**src/rtl/octsw_pkg.sv**
```systemverilog
// Package: shared constants for the serial switch controller.
// Assumes: the pin-index layout below is used by every module that
// groups the edge-detected link pins into one vector.
package octsw_pkg;
    localparam int CH_COUNT    = 8;   // channels per device
    localparam int SYNC_DEPTH  = 2;   // synchronizer flops per pin
    localparam int EDGE_CS     = 0;   // index of chip select in edge vector
    localparam int EDGE_SCLK   = 1;   // index of serial clock in edge vector
    localparam int EDGE_COUNT  = 2;   // pins that need edge detection
endpackage

```
**src/rtl/octsw_pin_sync.sv**
```systemverilog
// Module: multi-flop synchronizer for a vector of asynchronous pins.
// Assumes: pins are quasi-static relative to clk; each bit is synchronized
// independently, and RST_VAL gives the idle level of each pin.
module octsw_pin_sync #(
    parameter int              W       = 1,
    parameter int              STAGES  = 2,
    parameter logic [W-1:0]    RST_VAL = '0
) (
    input  logic         clk,
    input  logic         rst_n,
    input  logic [W-1:0] pin_i,
    output logic [W-1:0] lvl_o
);
    for (genvar b = 0; b < W; b++) begin : g_bit
        logic [STAGES-1:0] chain;

        // Shift the pin through the synchronizer chain.
        always_ff @(posedge clk) begin
            if (!rst_n) chain <= {STAGES{RST_VAL[b]}};
            else        chain <= {chain[STAGES-2:0], pin_i[b]};
        end

        assign lvl_o[b] = chain[STAGES-1];
    end
endmodule

```
**src/rtl/octsw_edge_det.sv**
```systemverilog
// Module: rise/fall pulse generator for synchronized levels.
// Assumes: inputs are already synchronous to clk; pulses last one cycle and
// coincide with the first cycle the new level is visible.
module octsw_edge_det #(
    parameter int           W       = 1,
    parameter logic [W-1:0] RST_VAL = '0
) (
    input  logic         clk,
    input  logic         rst_n,
    input  logic [W-1:0] lvl_i,
    output logic [W-1:0] rise_o,
    output logic [W-1:0] fall_o
);
    logic [W-1:0] prev_q;

    // Remember last cycle's level for comparison.
    always_ff @(posedge clk) begin
        if (!rst_n) prev_q <= RST_VAL;
        else        prev_q <= lvl_i;
    end

    // Compare current and previous levels per bit.
    always_comb begin
        rise_o = lvl_i & ~prev_q;
        fall_o = prev_q & ~lvl_i;
    end
endmodule

```
**src/rtl/octsw_shifter.sv**
```systemverilog
// Module: frame shift register with parallel status load.
// Assumes: event inputs are single-cycle pulses in the clk domain; the
// select edge and serial clock edges never coincide (serial clock low
// whenever the select moves). The load takes priority if they do.
module octsw_shifter #(
    parameter int N = 8
) (
    input  logic         clk,
    input  logic         rst_n,
    input  logic         frame_act_i,
    input  logic         load_i,
    input  logic [N-1:0] par_i,
    input  logic         sclk_rise_i,
    input  logic         sclk_fall_i,
    input  logic         sdi_i,
    output logic [N-1:0] shreg_o,
    output logic         si_bit_o
);
    logic [N-1:0] shreg_q;
    logic         si_q;

    // Capture the incoming data bit on a serial clock rise within a frame.
    always_ff @(posedge clk) begin
        if (!rst_n)                          si_q <= 1'b0;
        else if (frame_act_i && sclk_rise_i) si_q <= sdi_i;
    end

    // Load status at frame start, otherwise shift on serial clock fall.
    always_ff @(posedge clk) begin
        if (!rst_n)                          shreg_q <= '0;
        else if (load_i)                     shreg_q <= par_i;
        else if (frame_act_i && sclk_fall_i) shreg_q <= {shreg_q[N-2:0], si_q};
    end

    assign shreg_o  = shreg_q;
    assign si_bit_o = si_q;
endmodule

```
**src/rtl/octsw_out_latch.sv**
```systemverilog
// Module: channel control latch, updated once per frame.
// Assumes: commit_i is a single-cycle pulse at frame end; reset value
// switches every channel off (active-low command encoding).
module octsw_out_latch #(
    parameter int N = 8
) (
    input  logic         clk,
    input  logic         rst_n,
    input  logic         commit_i,
    input  logic [N-1:0] d_i,
    output logic [N-1:0] q_o
);
    logic [N-1:0] q;

    // Hold command until the next frame commits a new one.
    always_ff @(posedge clk) begin
        if (!rst_n)        q <= '1;
        else if (commit_i) q <= d_i;
    end

    assign q_o = q;
endmodule

```
**src/rtl/octsw_serial_ctrl.sv**
```systemverilog
// Module: top of the serial command interface for an eight-channel switch.
// Assumes: sclk runs at most at a quarter of clk; sclk is low whenever cs_n
// changes; sdo is padded externally using sdo_oe as the tri-state enable.
module octsw_serial_ctrl
    import octsw_pkg::*;
#(
    parameter int NCH    = CH_COUNT,
    parameter int STAGES = SYNC_DEPTH
) (
    input  logic           clk,
    input  logic           rst_n,
    input  logic           cs_n,
    input  logic           sclk,
    input  logic           sdi,
    input  logic [NCH-1:0] status_in,
    output logic           sdo,
    output logic           sdo_oe,
    output logic [NCH-1:0] ch_off
);
    localparam int                NPIN     = EDGE_COUNT + 1;
    localparam logic [NPIN-1:0]   PIN_IDLE = 3'b001; // sdi, sclk low; cs_n high

    logic [NPIN-1:0]       pins_raw, pins_lvl;
    logic [EDGE_COUNT-1:0] ed_rise, ed_fall;
    logic                  cs_lvl, sdi_lvl;
    logic                  cs_fall, cs_rise, sclk_rise, sclk_fall;
    logic [NCH-1:0]        shift_q;
    logic                  si_bit;

    assign pins_raw = {sdi, sclk, cs_n};

    octsw_pin_sync #(.W(NPIN), .STAGES(STAGES), .RST_VAL(PIN_IDLE)) u_sync (
        .clk   (clk),
        .rst_n (rst_n),
        .pin_i (pins_raw),
        .lvl_o (pins_lvl)
    );

    octsw_edge_det #(.W(EDGE_COUNT), .RST_VAL(PIN_IDLE[EDGE_COUNT-1:0])) u_edge (
        .clk    (clk),
        .rst_n  (rst_n),
        .lvl_i  (pins_lvl[EDGE_COUNT-1:0]),
        .rise_o (ed_rise),
        .fall_o (ed_fall)
    );

    // Name the synchronized levels and event pulses.
    always_comb begin
        cs_lvl    = pins_lvl[EDGE_CS];
        sdi_lvl   = pins_lvl[EDGE_COUNT];
        cs_fall   = ed_fall[EDGE_CS];
        cs_rise   = ed_rise[EDGE_CS];
        sclk_rise = ed_rise[EDGE_SCLK];
        sclk_fall = ed_fall[EDGE_SCLK];
    end

    octsw_shifter #(.N(NCH)) u_shift (
        .clk         (clk),
        .rst_n       (rst_n),
        .frame_act_i (~cs_lvl),
        .load_i      (cs_fall),
        .par_i       (status_in),
        .sclk_rise_i (sclk_rise),
        .sclk_fall_i (sclk_fall),
        .sdi_i       (sdi_lvl),
        .shreg_o     (shift_q),
        .si_bit_o    (si_bit)
    );

    octsw_out_latch #(.N(NCH)) u_latch (
        .clk      (clk),
        .rst_n    (rst_n),
        .commit_i (cs_rise),
        .d_i      (shift_q),
        .q_o      (ch_off)
    );

    // Serial output is the far end of the shift register; enabled in frame.
    always_comb begin
        sdo    = shift_q[NCH-1];
        sdo_oe = ~cs_lvl;
    end
endmodule

```
**config.mk**
```make
export PLATFORM = sky130hd
export DESIGN_NAME = octsw_serial_ctrl
export DESIGN_NICKNAME = d
export VERILOG_FILES = /design/src/rtl/octsw_pkg.sv /design/src/rtl/octsw_pin_sync.sv /design/src/rtl/octsw_edge_det.sv /design/src/rtl/octsw_shifter.sv /design/src/rtl/octsw_out_latch.sv /design/src/rtl/octsw_serial_ctrl.sv
export SDC_FILE = /design/constraint.sdc
export NUM_CORES = 1
export LEC_CHECK = 0
export BUFFER_PORTS_ARGS = -buffer_cell sky130_fd_sc_hd__buf_4
export CAP_MARGIN = 10
export CORE_ASPECT_RATIO = 1.4
export CORE_MARGIN = 8
export CORE_UTILIZATION = 26
export DETAILED_ROUTE_END_ITERATION = 6
export PLACE_DENSITY = 0.48
export SYNTH_ARGS = -nofsm -noshare
export SYNTH_HDL_FRONTEND = slang
export SYNTH_SLANG_ARGS = --single-unit
```
**constraint.sdc**
```tcl
create_clock -name clk -period 1.49 [get_ports clk]
set_input_delay 0.447 -clock clk [delete_from_list [all_inputs] [get_ports clk]]
set_output_delay 0.447 -clock clk [all_outputs]
set_load 0.05 [all_outputs]
```
==> impl_metrics.ini, run 1 <==
[status]
status = finished clean

[final_layout]
seqCellArea_um2 = 500
antennaDiodeCount = 0
nets = 140
multi_input_area_um2 = 383
fillers = 370
drive_gt1_share_pct = 23.0
final_cell_area_um2 = 1150
synthToLayoutAreaGrowth_pct = 25.1

[yosys]
syn_area_um2 = 923
synth_seq_cells = 25
ys.flop_type = dfxtp_1
yosysSeqAreaShare_pct = 54.2
syn_avg_cell_area_um2 = 8.79
async_flop_share_pct = 0
synth_edf_count = 0
syn_nets = 118
synth_top_cell_by_area = dfxtp_1
synth_cell_types = 23
yosysWarnings = 0
syn-instance-count = 105
synthTopCellsByArea = dfxtp_1 54%, nand2_1 13%, nand3_1 4.3%
synth_top_area_share_pct = 54.2

[global_routing]
grt_first_pass_wirelength_um = 3230
grtUsageTotal_pct = 7.09
grt_max_degree = 26
grt_overflow_total = 0
grt_antenna_before_repair = 0
grt_pass1_vias = 738

[cts]
cts_buffer_depth = 2
clkLatencyLatePin_ns = 0.26
cts.sinks = 25
path_clk_slew_ns = 0.08
cts_tree = done
cts_hold_buf = 0
h-tree-depth = 1
cts_setup_buffers = 0
post_cts_resized = 0
numCtsBuffers = 3
cts_root_buf = clkbuf_8

[critical_path]
reg2reg_depth = 3
startpoint_type = flip-flop
cp_num_buf_inv = 2
critPathArrivalTime_ns = 0.97
cpPeakStageDelay_ns = 0.43
end_kind = output port
cp_cell_sequence = inv_1 > buf_4
required_ns = 1.04
path_depth = 2
slowest_stage = dfxtp_1
cp_top_family = flip-flops
critPathKind = reg2out
path_max_fanout = 7

[power]
ir_drop_mv = 0.447
total_power_mw = 1.22
p_switching_mw = 0.283
p_sw_share_pct = 23.1
p_leak_nw = 0.475
seq_power_share_pct = 58.3
power.density_nw_per_um2 = 1060
clockPowerShare_pct = 31.1
p_int_mw = 0.940
power_frac_comb_pct = 10.5

[sta]
drv_slew = 0
rsz0062_at_grt = false
hold_ws_ns = 0.370
tightest_slew_ns = 0.401
min_period_ns = 1.41
fin_skew_ns = 0.00323
fin_crit_sh_pct = 94.9
maxSlewHeadroom_pct = 73.1
max_clock_freq_mhz = 707
hold_violations = 0
timing.setup.tns_ns = 0
setup_violations = 0

[route]
wl_per_cell_um = 11.6
routed_wl_um = 1930
drt_iter0_drc = 64
routed_via_density = 4.48
dr.pass1.iters = 4
vias = 743
ant_nets = 0
drc = 0

[floorplanning]
core_um2 = 3380
die_w_um = 66.4
start_util_pct = 27.3
dieArea_um2 = 5740
ios = 23
chipHeight_um = 86.5
rows = 25

[worst_hold_path]
hold_path_class = in2reg
whs_path_depth = 2

[placed_design]
place_congestion = 0.743
post_dp_cell_area_um2 = 1110
dp_hpwl_um = 1480
portBuffers = 22

[job]
max_cap_violations = 0
[state kept, by name, indices dropped and copies added (netlist names)]
| name | flops |
|---|---|
| u_sync.g_bit.chain | 6 |
| u_edge.prev_q | 2 |
| u_latch.q_o | 8 |
| u_shift.shreg_o | 8 |
| u_shift.si_bit_o | 1 |
[routing by layer]
layer	vias up	track usage [%]	routed length, um
met5	-	0	0
met4	0	2.92	17
met3	2	2.84	216
met2	24	10.7	853
met1	326	8.65	837
li1	391	-	-
[layout make-up]
| class | instances | share of cell area (%) |
|---|---|---|
| sequential | 25 | 43.3 |
| multi-input combinational | 73 | 33.2 |
| timing repair buffer | 23 | 15.0 |
| tap | 40 | 4.33 |
| clock buffer | 4 | 3.90 |
| inverter | 1 | 0.325 |
[worst reg2reg max path, cell delays in order, from the launching register on]
cell and delay (ns):
dfxtp_1 0.37, or3b_1 0.50, nand2_1 0.12, a31oi_1 0.08
[power groups by stage]
| stage | Clock [mW] | Combinational (mW) | Sequential [mW] |
|---|---|---|---|
| after floorplan | 0 | 0.0518 | 0.755 |
| after global placement | 0 | 0.130 | 0.729 |
| after detailed placement | 0 | 0.130 | 0.730 |
| after CTS | 0.401 | 0.131 | 0.714 |
| after global routing | 0.427 | 0.142 | 0.718 |
| final | 0.381 | 0.129 | 0.713 |
[cell usage after synthesis, types with 2 or more instances]
cell type  instances
buf_2              2
nor2b_1            2
a31oi_1            6
o21ai_0            3
nor4bb_1           2
and2_1             5
clkbuf_1           2
nand2_1           31
o21ai_1            3
nand2b_1           3
dfxtp_1           25
a21oi_1            2
nand3_1            8
o22ai_1            2
[final timing paths]
kind	end	start	slack, ns
max	sdo_oe	u_sync.g_bit[0].chain[1]	0.08
min	u_sync.g_bit[0].chain[0]	cs_n	0.37
max reg2reg	u_shift.shreg_o[0]	u_sync.g_bit[0].chain[1]	0.30
min reg2reg	u_sync.g_bit[0].chain[1]	u_sync.g_bit[0].chain[0]	0.41
[cell families after synthesis]
group | Yosys count | synth area share [%]
AND/OR/NAND/NOR | 56 | 30.6
buffers and inverters | 7 | 4.34
AO/OA/AOI/OAI | 16 | 9.76
flip-flops | 25 | 54.2
multiplexers | 1 | 1.08
[layout by cell type (no fill, tap or decap), drive strengths merged]
cell	instances
nand3	8
clkbuf	4
nand2b	4
a31oi	6
nand2	32
dfxtp	25
mux2i	1
a21oi	2
nor3b	2
buf	23
o22ai	2
and2	5
inv	1
nor2b	2
or3b	1
o21ai	6
nor4bb	2
[metrics by stage]
| step | instances | utilization, % | setup slack (ns) |
|---|---|---|---|
| 3_5_place_dp | 162 | 32.9 | 0.306 |
| 4_1_cts | 166 | 34.2 | 0.0580 |
| 3_3_place_gp | 162 | 32.9 | 0.336 |
| 2_1_floorplan | 105 | - | 0.377 |
| 6_report | 166 | 34.2 | 0.0754 |
| 5_1_grt | 166 | 34.2 | 0.00348 |
Note: power is estimated with default switching activity, not from simulation.
==> run 2: changes to the inputs <==
- ABC_AREA: not set -> 1
- PLACE_DENSITY: 0.48 -> 0.47
- REMOVE_ABC_BUFFERS: not set -> 1
- TNS_END_PERCENT: not set -> 5
==> run 2 against run 1 <==
  * Die area is 8.3% higher
  * Sequential power shrank 2%
  * First-iteration DRC count shrank 81%
  * Design area is 9.8% higher
  * Combinational power increased by 13%
  * Critical path type unchanged
  * Via count is 11% higher
  * Count of clock-buffer cells in the layout fell by 1
  * Hold slack got worse by 0.020 ns
  * Non-clock buffer count increased by 1
==> impl_metrics.ini, run 2 <==
[route]
wl_per_cell_um = 10.9
top_layer_used = met4
wl_met3_um = 147
routed-wl-met2_um = 1020
routed_via_density = 4.29
routed_wl_um = 2100
dr.pass1.iters = 3
ant_nets = 0
wl_met1_um = 881
vias = 823
drt_iter0_drc = 12
drc = 0

[critical_path]
required_ns = 1.04
critPathArrivalTime_ns = 0.98
critPathKind = reg2out
reg2reg_depth = 5
startpoint_type = flip-flop
startpoint = u_sync.g_bit[0].chain[1]
end_kind = output port
worstReg2RegStart = u_sync.g_bit[0].chain[1]
path_max_fanout = 10

[final_layout]
final_util_pct = 32.9
synthToLayoutAreaGrowth_pct = 24.1
antennaDiodeCount = 0
final_common_cell = nand2_1
drive_gt1_share_pct = 26.8
nets = 163
final_cell_mix = 40 x nand2_1, 25 x dfxtp_1, 23 x buf_4

[global_routing]
grtUsageTotal_pct = 7.44
grt_pass1_vias = 798
grt_antenna_before_repair = 0
grt_first_pass_wirelength_um = 3610
grt_overflow_total = 0
grt_max_degree = 18

[floorplanning]
ios = 23
dieArea_um2 = 6220
chipHeight_um = 90.1
rows = 27
start_util_pct = 26.5
die_w_um = 69.0
core_um2 = 3850

[sta]
max_clock_freq_mhz = 702
min_period_ns = 1.42
hold_violations = 0
setup_violations = 0
layout_setup_ws_ns = 0.0654
timing.setup.tns_ns = 0
tightest_slew_ns = 0.240
maxSlewHeadroom_pct = 84.0
rsz0062_at_grt = false
drv_slew = 0
fin_skew_ns = 0.00417
fin_crit_sh_pct = 95.6

[cts]
clkLatencyLatePin_ns = 0.27
cts_setup_buffers = 0
cts_hold_buf = 0
cts_buffer_depth = 2
cts_tree = done
numCtsBuffers = 3
cts_root_buf = clkbuf_8
h-tree-depth = 1
path_clk_slew_ns = 0.09
cts.sinks = 25

[power]
power.density_nw_per_um2 = 987
p_leak_nw = 0.615
ir_drop_mv = 0.476

[yosys]
yosys.cell_count.top_type = nand2_1
synth_seq_cells = 25
yosysSeqAreaShare_pct = 49.0
syn_area_um2 = 1020
synth_cell_types = 21
synth_edf_count = 0
synth_top_area_share_pct = 49.0
synthTopCellsByArea = dfxtp_1 49%, nand2_1 15%, nand3_1 8.3%
syn-instance-count = 126
async_flop_share_pct = 0
ys.flop_type = dfxtp_1
yosysWarnings = 0
synth_top_cell_by_area = dfxtp_1
syn_avg_cell_area_um2 = 8.10
ys_top_cells_by_count = 40 x nand2_1, 25 x dfxtp_1, 17 x nand3_1, 11 x inv_1, 9 x a21oi_1

[placed_design]
place_congestion = 0.741
dp_hpwl_um = 1600
place_ws_ns = 0.328
portBuffers = 22

[job]
max_cap_violations = 0

[status]
status = finished clean

[worst_hold_path]
hold_path_class = in2reg
worstHoldStart = sclk
whs_path_depth = 3
[run 2: cell types whose count changed after synthesis, sizes merged, moves of 4 or more]
cell / before / now
inv: 1 / 13
nand2: 32 / 43
nand3: 8 / 17
a21oi: 2 / 9
a31oi: 6 / 0
and2: 5 / 0
nand2b: 4 / 0
nor2: 0 / 4
[run 2: worst paths after layout]
check | end | slack, ns
setup / recovery | sdo_oe | 0.07
hold / removal | u_sync.g_bit[1].chain[0] | 0.35
setup reg to reg | u_shift.shreg_o[4] | 0.41
hold reg to reg | u_sync.g_bit[1].chain[1] | 0.42
[run 2: what timing repair did]
item / in CTS / in global routing
endpoints found under the hold margin: 0 / 0
gates resized for setup: 0 / 1
setup endpoints to repair: 0 / 1
[run 2: layout make-up]
class                      instances  area (um^2)
clock buffer                       3         41.3
inverter                          13         51.3
timing repair buffer              24          184
tap                               43         53.8
clock inverter                     1         7.51
multi-input combinational         83          429
sequential                        25          500
fill                             449         2580
[run 2: metrics by stage]
step	power, mW	instances	cell area [um^2]	hold WS (ns)
4_1_cts	1.28	192	1260	0.337
3_5_place_dp	0.865	188	1210	0.400
6_report	1.25	192	1270	0.350
5_1_grt	1.32	192	1270	0.336
3_3_place_gp	0.864	188	1210	0.404
2_1_floorplan	0.802	121	981	0.390
[run 2: kinds of logic after synthesis]
logic type	after synthesis	share of synthesized area (%)
DFF	25	49.0
AOI/OAI and AO/OA	16	10.0
buffers and inverters	18	8.95
and+or+nand+nor	67	32.0
[run 2: metal layers]
layer  track usage (%)  vias up
met4              4.03        0
met2              11.9       14
met1              8.27      356
li1                  -      448
met3              2.36        5
met5                 0        -
[run 2: worst max-delay path: stages, from the launching register on]
cell	delay, ns
dfxtp_1	0.35
inv_4	0.17
buf_6	0.19
[run 2: power breakdown]
group	total [mW]	internal, mW	switching, mW	leakage (nW)
clock	0.404	0.190	0.215	0.0217
sequential	0.702	0.690	0.0111	0.204
combinational	0.146	0.0565	0.0893	0.389
==> run 3: changes to the inputs <==
- CELL_PAD_IN_SITES_DETAIL_PLACEMENT: not set -> 0
- CELL_PAD_IN_SITES_GLOBAL_PLACEMENT: not set -> 2
- PLACE_DENSITY: 0.47 -> not set
- PLACE_DENSITY_LB_ADDON: not set -> 0.15
==> run 3 against run 2 <==
  * Worst setup slack improved by 0.0023 ns
  * Combinational power barely moved
  * Hold slack improved by 0.0036 ns
  * Count of clock-buffer cells in the layout did not move
  * Clock skew rose by 0.0053 ns
  * Sequential power barely moved
  * Die area did not move
  * Highest routed layer unchanged
  * Design area fell by 0.20%
  * Largest cell class unchanged
  * Via count rose by 0.49%
  * Cell count did not move
==> impl_metrics.ini, run 3 (synthesized netlist as in run 2, its figures left out) <==
[placed_design]
place_congestion = 0.740
portBuffers = 22
dp_cells = 188
place_ws_ns = 0.322
dp_hpwl_um = 1700

[sta]
min_period_ns = 1.42
hold_ws_ns = 0.354
max_clock_freq_mhz = 703
maxSlewHeadroom_pct = 81.9
hold_violations = 0
layout_setup_ws_ns = 0.0677
timing.setup.tns_ns = 0
rsz0062_at_grt = false
fin_crit_sh_pct = 95.5
tightest_slew_ns = 0.271
drv_slew = 0
setup_violations = 0
fin_skew_ns = 0.00947

[power]
power.density_nw_per_um2 = 981
seq_power_share_pct = 56.5
p_int_mw = 0.933
ir_drop_mv = 0.371
p_switching_mw = 0.308
power_frac_comb_pct = 11.9
p_sw_share_pct = 24.8
p_leak_nw = 0.619
clockPowerShare_pct = 31.6

[cts]
h-tree-depth = 1
cts.sinks = 25
post_cts_resized = 0
numCtsBuffers = 3
cts_setup_buffers = 0
cts_buffer_depth = 2
cts_hold_buf = 0
path_clk_slew_ns = 0.09
cts_tree = done
cts_root_buf = clkbuf_8
clkLatencyLatePin_ns = 0.27

[final_layout]
drive_gt1_share_pct = 26.8
instances_no_fill = 192
nets = 163
antennaDiodeCount = 0
final_common_cell = nand2_1
final_cell_mix = 40 x nand2_1, 25 x dfxtp_1, 23 x buf_4
synthToLayoutAreaGrowth_pct = 23.9

[global_routing]
grt_max_degree = 18
grt_antenna_before_repair = 0
grt_overflow_total = 0
grt_pass1_vias = 773
grt_first_pass_wirelength_um = 3700
grtUsageTotal_pct = 7.67

[floorplanning]
ios = 23
dieArea_um2 = 6220
die_w_um = 69.0
core_um2 = 3850
chipHeight_um = 90.1
start_util_pct = 26.5
rows = 27

[route]
dr.pass1.iters = 4
drt_iter0_drc = 35
drc = 0
routed_via_density = 4.31
vias = 827
routed_wl_um = 2240
wl_per_cell_um = 11.7
ant_nets = 0

[critical_path]
startpoint_type = flip-flop
worstReg2RegStart = u_sync.g_bit[0].chain[1]
critPathKind = reg2out
startpoint = u_sync.g_bit[0].chain[1]
critPathArrivalTime_ns = 0.98
end_kind = output port
required_ns = 1.04
reg2reg_depth = 5
reg2reg_to = u_shift.shreg_o[7]
r2r_setup_slack_ns = 0.41
crit_path_end = sdo_oe
path_max_fanout = 10

[job]
max_cap_violations = 0

[worst_hold_path]
hold_path_class = in2reg
worstHoldStart = sdi

[status]
status = finished clean
## run 3: cell types whose count changed in the layout (fill, tap and decap cells not counted), sizes merged
cell,before,now
clkinvlp,1,0
clkinv,0,1
## run 3: per-layer routing
layer	global-route usage (%)	wire [um]
met3	1.61	111
met1	9.78	1050
met4	4.03	24
met2	11.5	1060
met5	0	0
## run 3: layout make-up
class,count,area (um^2)
clock buffers,3,41.3
multi-input cells,83,429
well taps,43,53.8
repair buffers,24,184
fillers,423,2590
flip-flops and latches,25,500
clock inverters,1,5.00
inverters,13,51.3
## run 3: worst min-delay path by stage
| stage | end | cells past startpoint |
|---|---|---|
| 2_1_floorplan | u_sync.g_bit[1].chain[1] | 2 |
| 3_3_place_gp | u_sync.g_bit[2].chain[1] | 2 |
| 3_5_place_dp | u_sync.g_bit[1].chain[1] | 2 |
| 4_1_cts | u_sync.g_bit[2].chain[0] | 3 |
| 5_1_grt | u_sync.g_bit[0].chain[0] | 2 |
| 6_report | u_sync.g_bit[2].chain[0] | 3 |
## run 3: stage by stage
step | power [mW] | cell area [um^2] | utilization, %
floorplan | 0.802 | 981 | -
global placement | 0.865 | 1210 | 31.5
detailed placement | 0.867 | 1210 | 31.5
CTS | 1.27 | 1260 | 32.7
global route | 1.31 | 1260 | 32.8
finish | 1.24 | 1260 | 32.8
## run 3: power by group through the flow
stage	Sequential, mW	Clock, mW	Combinational [mW]
final	0.701	0.392	0.148
after global routing	0.705	0.443	0.161
after CTS	0.702	0.416	0.149
after detailed placement	0.717	0	0.149
after global placement	0.717	0	0.148
after floorplan	0.745	0	0.0576
## run 3: critical path, stage by stage (launching register included)
cell and delay, ns:
dfxtp_1 0.35, inv_4 0.17, buf_6 0.19
